[src/rtl/romdec_pkg.sv]
package romdec_pkg;

    localparam int ADDR_W = 24;
    localparam int HI_LSB = 16;
    localparam int HI_W   = ADDR_W - HI_LSB;
    localparam int LO_LSB = 11;
    localparam int LO_W   = HI_LSB - LO_LSB;
    localparam int PORT_W = 8;

    typedef struct packed {
        logic [HI_W-1:0] hi;
        logic [LO_W-1:0] lo;
        logic [LO_W-1:0] dc;
    } win_cfg_t;

    typedef enum logic {
        BOOT_HIDDEN = 1'b0,
        BOOT_SHOWN  = 1'b1
    } boot_mode_t;

    typedef struct packed {
        logic cs;
        logic phantom_n;
        logic lit;
    } rom_out_t;

    function automatic logic bit_ok(input logic a, input logic want, input logic dc);
        return dc | (a == want);
    endfunction

endpackage

[src/rtl/romdec_match.sv]
module romdec_match
    import romdec_pkg::*;
#(
    parameter int HW = HI_W,
    parameter int LW = LO_W
) (
    input  logic [HW+LW-1:0] a_upper,
    input  win_cfg_t         cfg,
    output logic             hit
);
    logic [LW-1:0] lo_ok;
    logic          hi_ok;

    generate
        for (genvar i = 0; i < LW; i++) begin : g_lo
            assign lo_ok[i] = bit_ok(a_upper[i], cfg.lo[i], cfg.dc[i]);
        end
    endgenerate

    assign hi_ok = (a_upper[HW+LW-1:LW] == cfg.hi);
    assign hit   = hi_ok & (&lo_ok);
endmodule

[src/rtl/romdec_vis.sv]
module romdec_vis
    import romdec_pkg::*;
#(
    parameter int PW = PORT_W
) (
    input  logic          clk,
    input  logic          rst,
    input  logic [PW-1:0] port_addr,
    input  logic          io_wr,
    input  logic [PW-1:0] cfg_port,
    input  boot_mode_t    boot,
    output logic          vis
);
    logic wr_q;
    logic port_hit_q;
    logic vis_q;
    logic strobe_end;

    assign strobe_end = wr_q & ~io_wr;

    always_ff @(posedge clk) begin
        if (rst) begin
            wr_q       <= 1'b0;
            port_hit_q <= 1'b0;
            vis_q      <= (boot == BOOT_SHOWN);
        end else begin
            wr_q <= io_wr;
            if (io_wr)
                port_hit_q <= (port_addr == cfg_port);
            if (strobe_end && port_hit_q)
                vis_q <= (boot != BOOT_SHOWN);
        end
    end

    assign vis = vis_q;

    assert_vis_cause_R3: assert property (@(posedge clk) disable iff (rst)
        (vis_q != $past(vis_q)) |-> $past(strobe_end && port_hit_q));

    assert_vis_target_R4: assert property (@(posedge clk) disable iff (rst)
        (strobe_end && port_hit_q && $stable(boot)) |=> (vis_q == (boot != BOOT_SHOWN)));
endmodule

[src/rtl/romdec_gate.sv]
module romdec_gate
    import romdec_pkg::*;
(
    input  logic     hit,
    input  logic     vis,
    input  logic     mem_rd,
    output rom_out_t o
);
    always_comb begin
        o.cs        = hit & vis & mem_rd;
        o.phantom_n = ~(hit & vis & mem_rd);
        o.lit       = vis;
    end
endmodule

[src/rtl/romdec_top.sv]
module romdec_top
    import romdec_pkg::*;
(
    input  logic              clk,
    input  logic              rst,
    input  logic [ADDR_W-1:0] addr,
    input  logic              mem_rd,
    input  logic              io_wr,
    input  logic [HI_W-1:0]   cfg_hi_base,
    input  logic [LO_W-1:0]   cfg_lo_base,
    input  logic [LO_W-1:0]   cfg_lo_dc,
    input  logic [PORT_W-1:0] cfg_port,
    input  logic              cfg_boot_vis,
    output logic              rom_cs,
    output logic              phantom_n,
    output logic              rom_lit
);
    win_cfg_t   wcfg;
    boot_mode_t boot;
    logic       hit;
    logic       vis;
    rom_out_t   outs;
    logic       unused_mid;

    assign wcfg = '{hi: cfg_hi_base, lo: cfg_lo_base, dc: cfg_lo_dc};
    assign boot = boot_mode_t'(cfg_boot_vis);
    assign unused_mid = ^addr[LO_LSB-1:PORT_W];

    romdec_match #(.HW(HI_W), .LW(LO_W)) i_match (
        .a_upper (addr[ADDR_W-1:LO_LSB]),
        .cfg     (wcfg),
        .hit     (hit)
    );

    romdec_vis #(.PW(PORT_W)) i_vis (
        .clk       (clk),
        .rst       (rst),
        .port_addr (addr[PORT_W-1:0]),
        .io_wr     (io_wr),
        .cfg_port  (cfg_port),
        .boot      (boot),
        .vis       (vis)
    );

    romdec_gate i_gate (
        .hit    (hit),
        .vis    (vis),
        .mem_rd (mem_rd),
        .o      (outs)
    );

    assign rom_cs    = outs.cs;
    assign phantom_n = outs.phantom_n;
    assign rom_lit   = outs.lit;

    assert_cs_read_R5: assert property (@(posedge clk) disable iff (rst)
        rom_cs |-> mem_rd);

    assert_cs_shown_R6: assert property (@(posedge clk) disable iff (rst)
        rom_cs |-> rom_lit);

    assert_phantom_R7: assert property (@(posedge clk) disable iff (rst)
        (!phantom_n) |-> (rom_cs && mem_rd));

    assert_cs_hi_R1: assert property (@(posedge clk) disable iff (rst)
        rom_cs |-> (addr[ADDR_W-1:HI_LSB] == cfg_hi_base));
endmodule

[config.mk]
export PLATFORM = sky130hd
export DESIGN_NAME = romdec_top
export DESIGN_NICKNAME = d
export VERILOG_FILES = /design/src/rtl/romdec_pkg.sv /design/src/rtl/romdec_match.sv /design/src/rtl/romdec_vis.sv /design/src/rtl/romdec_gate.sv /design/src/rtl/romdec_top.sv
export SDC_FILE = /design/constraint.sdc
export NUM_CORES = 1
export LEC_CHECK = 0
export ABC_AREA = 1
export BUFFER_PORTS_ARGS = -buffer_cell sky130_fd_sc_hd__buf_2
export CAP_MARGIN = 20
export CORE_MARGIN = 2
export CORE_UTILIZATION = 35
export DETAILED_ROUTE_END_ITERATION = 6
export GPL_TIMING_DRIVEN = 0
export PLACE_DENSITY = 0.83
export SETUP_SLACK_MARGIN = 0.2
export SLEW_MARGIN = 30
export SYNTH_ARGS = -nofsm -noshare
export SYNTH_HDL_FRONTEND = slang
export SYNTH_SLANG_ARGS = --single-unit
[constraint.sdc]
create_clock -name clk -period 2.7 [get_ports clk]
set_input_delay 0.54 -clock clk [delete_from_list [all_inputs] [get_ports clk]]
set_output_delay 0.54 -clock clk [all_outputs]
set_load 0.1 [all_outputs]
# == Yosys cells after proc, flatten, opt, wreduce, memory -nomap -nowiden ==
# Cells that the tools add are included.
# classes
n_eq_ne,7
n_mux,2
n_bitwise,12
n_reduce_logical,3
# op_table
operator,count
equality test 8 bit,2
equality test 1 bit,5
bitwise OR 1 bit,5
AND reduction 5 bit,1
AND 1 bit,4
NOT 1 bit,3
2-to-1 mux 1 bit,2
nonzero test 2 bit,1
logical AND 1 bit,1
# totals
ff_bits,3
input_bits,55
out_inout_bits,3
word_cells,27

# == Depth between registers and ports, before layout ==
# logic_depth
depth_word,7
ltp_mapped,8

# == By module ==
# A second synthesis with hierarchy kept.
# hier_totals
cells_unflattened,120
area_unflattened_um2,568.0
# by_module_without_submodules
module,instances,cells_each,area_each_um2
romdec_match,1,67,276.5
romdec_vis,1,48,267.8
romdec_gate,1,5,23.8

# == Worst setup path after synthesis ==
# OpenSTA, ideal clock, no wires.
# synth_timing
kind,flip-flop to output port
start,register i_vis.vis_q (netlist: i_vis.vis)
end,output phantom_n
t_arrival_ns,2.234
setup_slack_ns,-0.074
path_stages_with_launch,6
path_buffers,0
path_cell_list,edfxtp_1 -> nand2_1 -> nor2_1 -> nand2_1 -> nor2_2 -> nand4_1
# synth_via
elab_chain_len,3
# synth_lines
item,line,rtl
start: declaration,romdec_vis.sv:16,logic vis_q;
start signal: assignment,romdec_vis.sv:25,vis_q <= (boot == BOOT_SHOWN);
start signal: assignment,romdec_vis.sv:31,vis_q <= (boot != BOOT_SHOWN);
AND 1 bit (2 in a row),romdec_gate.sv:11,o.phantom_n = ~(hit & vis & mem_rd);
NOT 1 bit,romdec_gate.sv:11,
end: declaration,romdec_top.sv:15,"output logic phantom_n,"
# No other way between the ends.

# == Final worst setup path ==
# layout_timing
start,input cfg_hi_base[2]
end,output rom_cs
# layout_via
elab_chain_len,4
# layout_lines
item,line,rtl
start: declaration,romdec_top.sv:9,"input logic [HI_W-1:0] cfg_hi_base,"
equality test 8 bit,romdec_match.sv:20,assign hi_ok = (a_upper[HW+LW-1:LW] == cfg.hi);
AND 1 bit,romdec_match.sv:21,assign hit = hi_ok & (&lo_ok);
AND 1 bit (2 in a row),romdec_gate.sv:10,o.cs = hit & vis & mem_rd;
end: declaration,romdec_top.sv:14,"output logic rom_cs,"
# No other way between the ends.

==> out/results.txt <==
commonest non-fill, non-tap cell in the layout: buf_2
mean area per synthesized cell: 5.16 sq um
clock skew: 0.00313 ns
DRC viols: 0
Cells after DPL: 167
CP Launch Point: cfg_hi_base[2]
Pleak: 0.000518 uW
share of cells above drive strength 1: 42.3%
Netlist Area Pre-Place: 505 sq um
number of max-cap violations: 0
final hold vios: 0
IO Pins: 58
# diodes: 0
Worst Hold Depth: 2
peak fanout along the critical path: 2
Post-Synthesis Cells: 98
Initial Utilization: 38.4%
startpoint types: primary input
vias in the first global route: 771
fin cells: 171
via-per-instance ratio: 4.49
peak supply drop: 0.000212 V
RSZ-0062 raised after global routing: false
DRT Wirelength: 1370 um
Hold Buf Count CTS: 0
Core Util, Final: 62.7%
largest net degree at the start of global routing: 5
ANT nets after route: 0
r2r setup slk: 1.94 ns
drt wl/cell: 8.01 um
status: complete, no violations
Core ar.: 1320 sq um
total power: 233 uW
CP arrival: 1.65 ns
worst hold-check path type: flop to flop
Worst-Skew Late Latency: 0.23 ns
Setup WS post-layout: 0.506 ns
Iteration-0 DRC Markers: 7
DPL Wire Length: 1240 um
Crit Reg-Reg Startpoint: i_vis.port_hit_q
endpoints failing setup: 0
setup bufs post-CTS: 0
routed via count: 768
f_max: 456 MHz
PortBufs: 54
Setup WS pre-CTS: 0.504 ns
Max Slew Vio Count: 0
distinct cell type count after synthesis: 20
Die Y: 42.0 um
syn_nets: 153
post_cts resized: 0
CTS tree: done
GRT Total Usage: 18.8%
Area Growth Syn to Fin: 63.4%
number of synthesized register bits: 3
Die Area: 1760 sq um
CP required: 2.16 ns
die width: 42.0 um
min Tclk post-route: 2.19 ns
Num CTS Buffers: 3
Std-Cell Rows: 13
sequential share of the synthesized area: 13.9%
terminus of the critical flop-to-flop path: i_vis.vis
CTS sink count: 3
Yosys Warn Count: 0
Setup crit end kind: output pin
CTS clk-pin slew, worst paths: 0.04 ns
initial antenna violation count: 0
most frequent cells in the layout: buf_2, nand2_1, inv_1
first-pass GRT wire length: 2620 um
pwr dens: 282 nW/um^2
Worst Setup EP: rom_cs
number of iterations in the first detailed-routing pass: 4
reg2reg path depth: 1
Worst Tran Pin Value: 0.487 ns
Nets: 212
placer congestion estimate: 0.742
maximum clock path buffer count: 2
Root Driver: clkbuf_4
CP Class: primary input to output pin
relative slew slack: 67.8%
fin crit share: 81.3%
CTS H-tree depth: 1
grt total ovfl: 0
## layout make-up
| class | instances | area, sq um |
|---|---|---|
| Clock buffer | 4 | 26.3 |
| Fill cell | 135 | 492 |
| Tap cell | 15 | 18.8 |
| Inverter | 21 | 78.8 |
| Timing Repair Buffer | 54 | 270 |
| Sequential cell | 3 | 70.1 |
| Multi-Input combinational cell | 74 | 362 |
## per-layer routing
metal	up-vias	track usage, %	part of all wire, %
met4	0	12.3	1.8
met1	313	17.2	36
met5	-	0	0
li1	409	-	-
met3	4	4.74	13
met2	42	35.9	49
## how the worst min path moves through the flow
stage                          start                to  slack, ns
CTS                 i_vis.port_hit_q  i_vis.port_hit_q       0.48
finish              i_vis.port_hit_q  i_vis.port_hit_q       0.48
floorplan           i_vis.port_hit_q  i_vis.port_hit_q       0.45
global placement    i_vis.port_hit_q  i_vis.port_hit_q       0.47
global route        i_vis.port_hit_q  i_vis.port_hit_q       0.50
detailed placement  i_vis.port_hit_q  i_vis.port_hit_q       0.48
## Yosys cell counts
master	number	share of area [%]
a21oi_1	2	2.0
a21oi_2	1	1.7
a31o_2	1	1.7
dfxtp_1	2	7.9
edfxtp_1	1	5.9
inv_1	19	14
inv_2	2	1.5
nand2_1	33	25
nand3_1	4	4.0
nand3_2	1	2.0
nand4_1	1	1.2
nor2_1	15	11
nor2_2	4	4.9
nor3_1	1	0.99
o211ai_1	1	1.5
o21ai_1	2	2.0
or2_0	1	1.2
or2_1	1	1.2
xnor2_1	4	6.9
xor2_1	2	3.5
## flip-flops by register name, summed over array words and instances (netlist names)
name and cells:
i_vis.vis 1, i_vis.wr_q 1, i_vis.port_hit_q 1
## kinds of logic after synthesis
group / after synthesis / share of synthesized area, %
compound gates: 7 / 8.91
xor+xnor: 6 / 10.4
buf+inv: 21 / 15.6
flops: 3 / 13.9
simple gates: 61 / 51.2
## worst max-delay path, cell delays in order
cell and delay [ns]:
buf_2 0.10, xnor2_1 0.15, nand3_1 0.10, nor2_2 0.16, nand3_2 0.10, nor2_4 0.08
buf_2 0.42
## where the power goes
| group | internal (uW) | switching (uW) |
|---|---|---|
| Combinational | 49.3 | 55.4 |
| Clock | 55.3 | 21.9 |
| Sequential | 49.8 | 1.00 |
## through the flow
step | hold WS, ns | cell area, sq um | setup TNS, ns
finish | 0.482 | 826 | 0
global route | 0.499 | 826 | 0
floorplan | 0.449 | 510 | -0.0395
global placement | 0.465 | 800 | 0
CTS | 0.484 | 826 | 0
detailed placement | 0.476 | 800 | 0
Power figures use the tool's default switching activity.
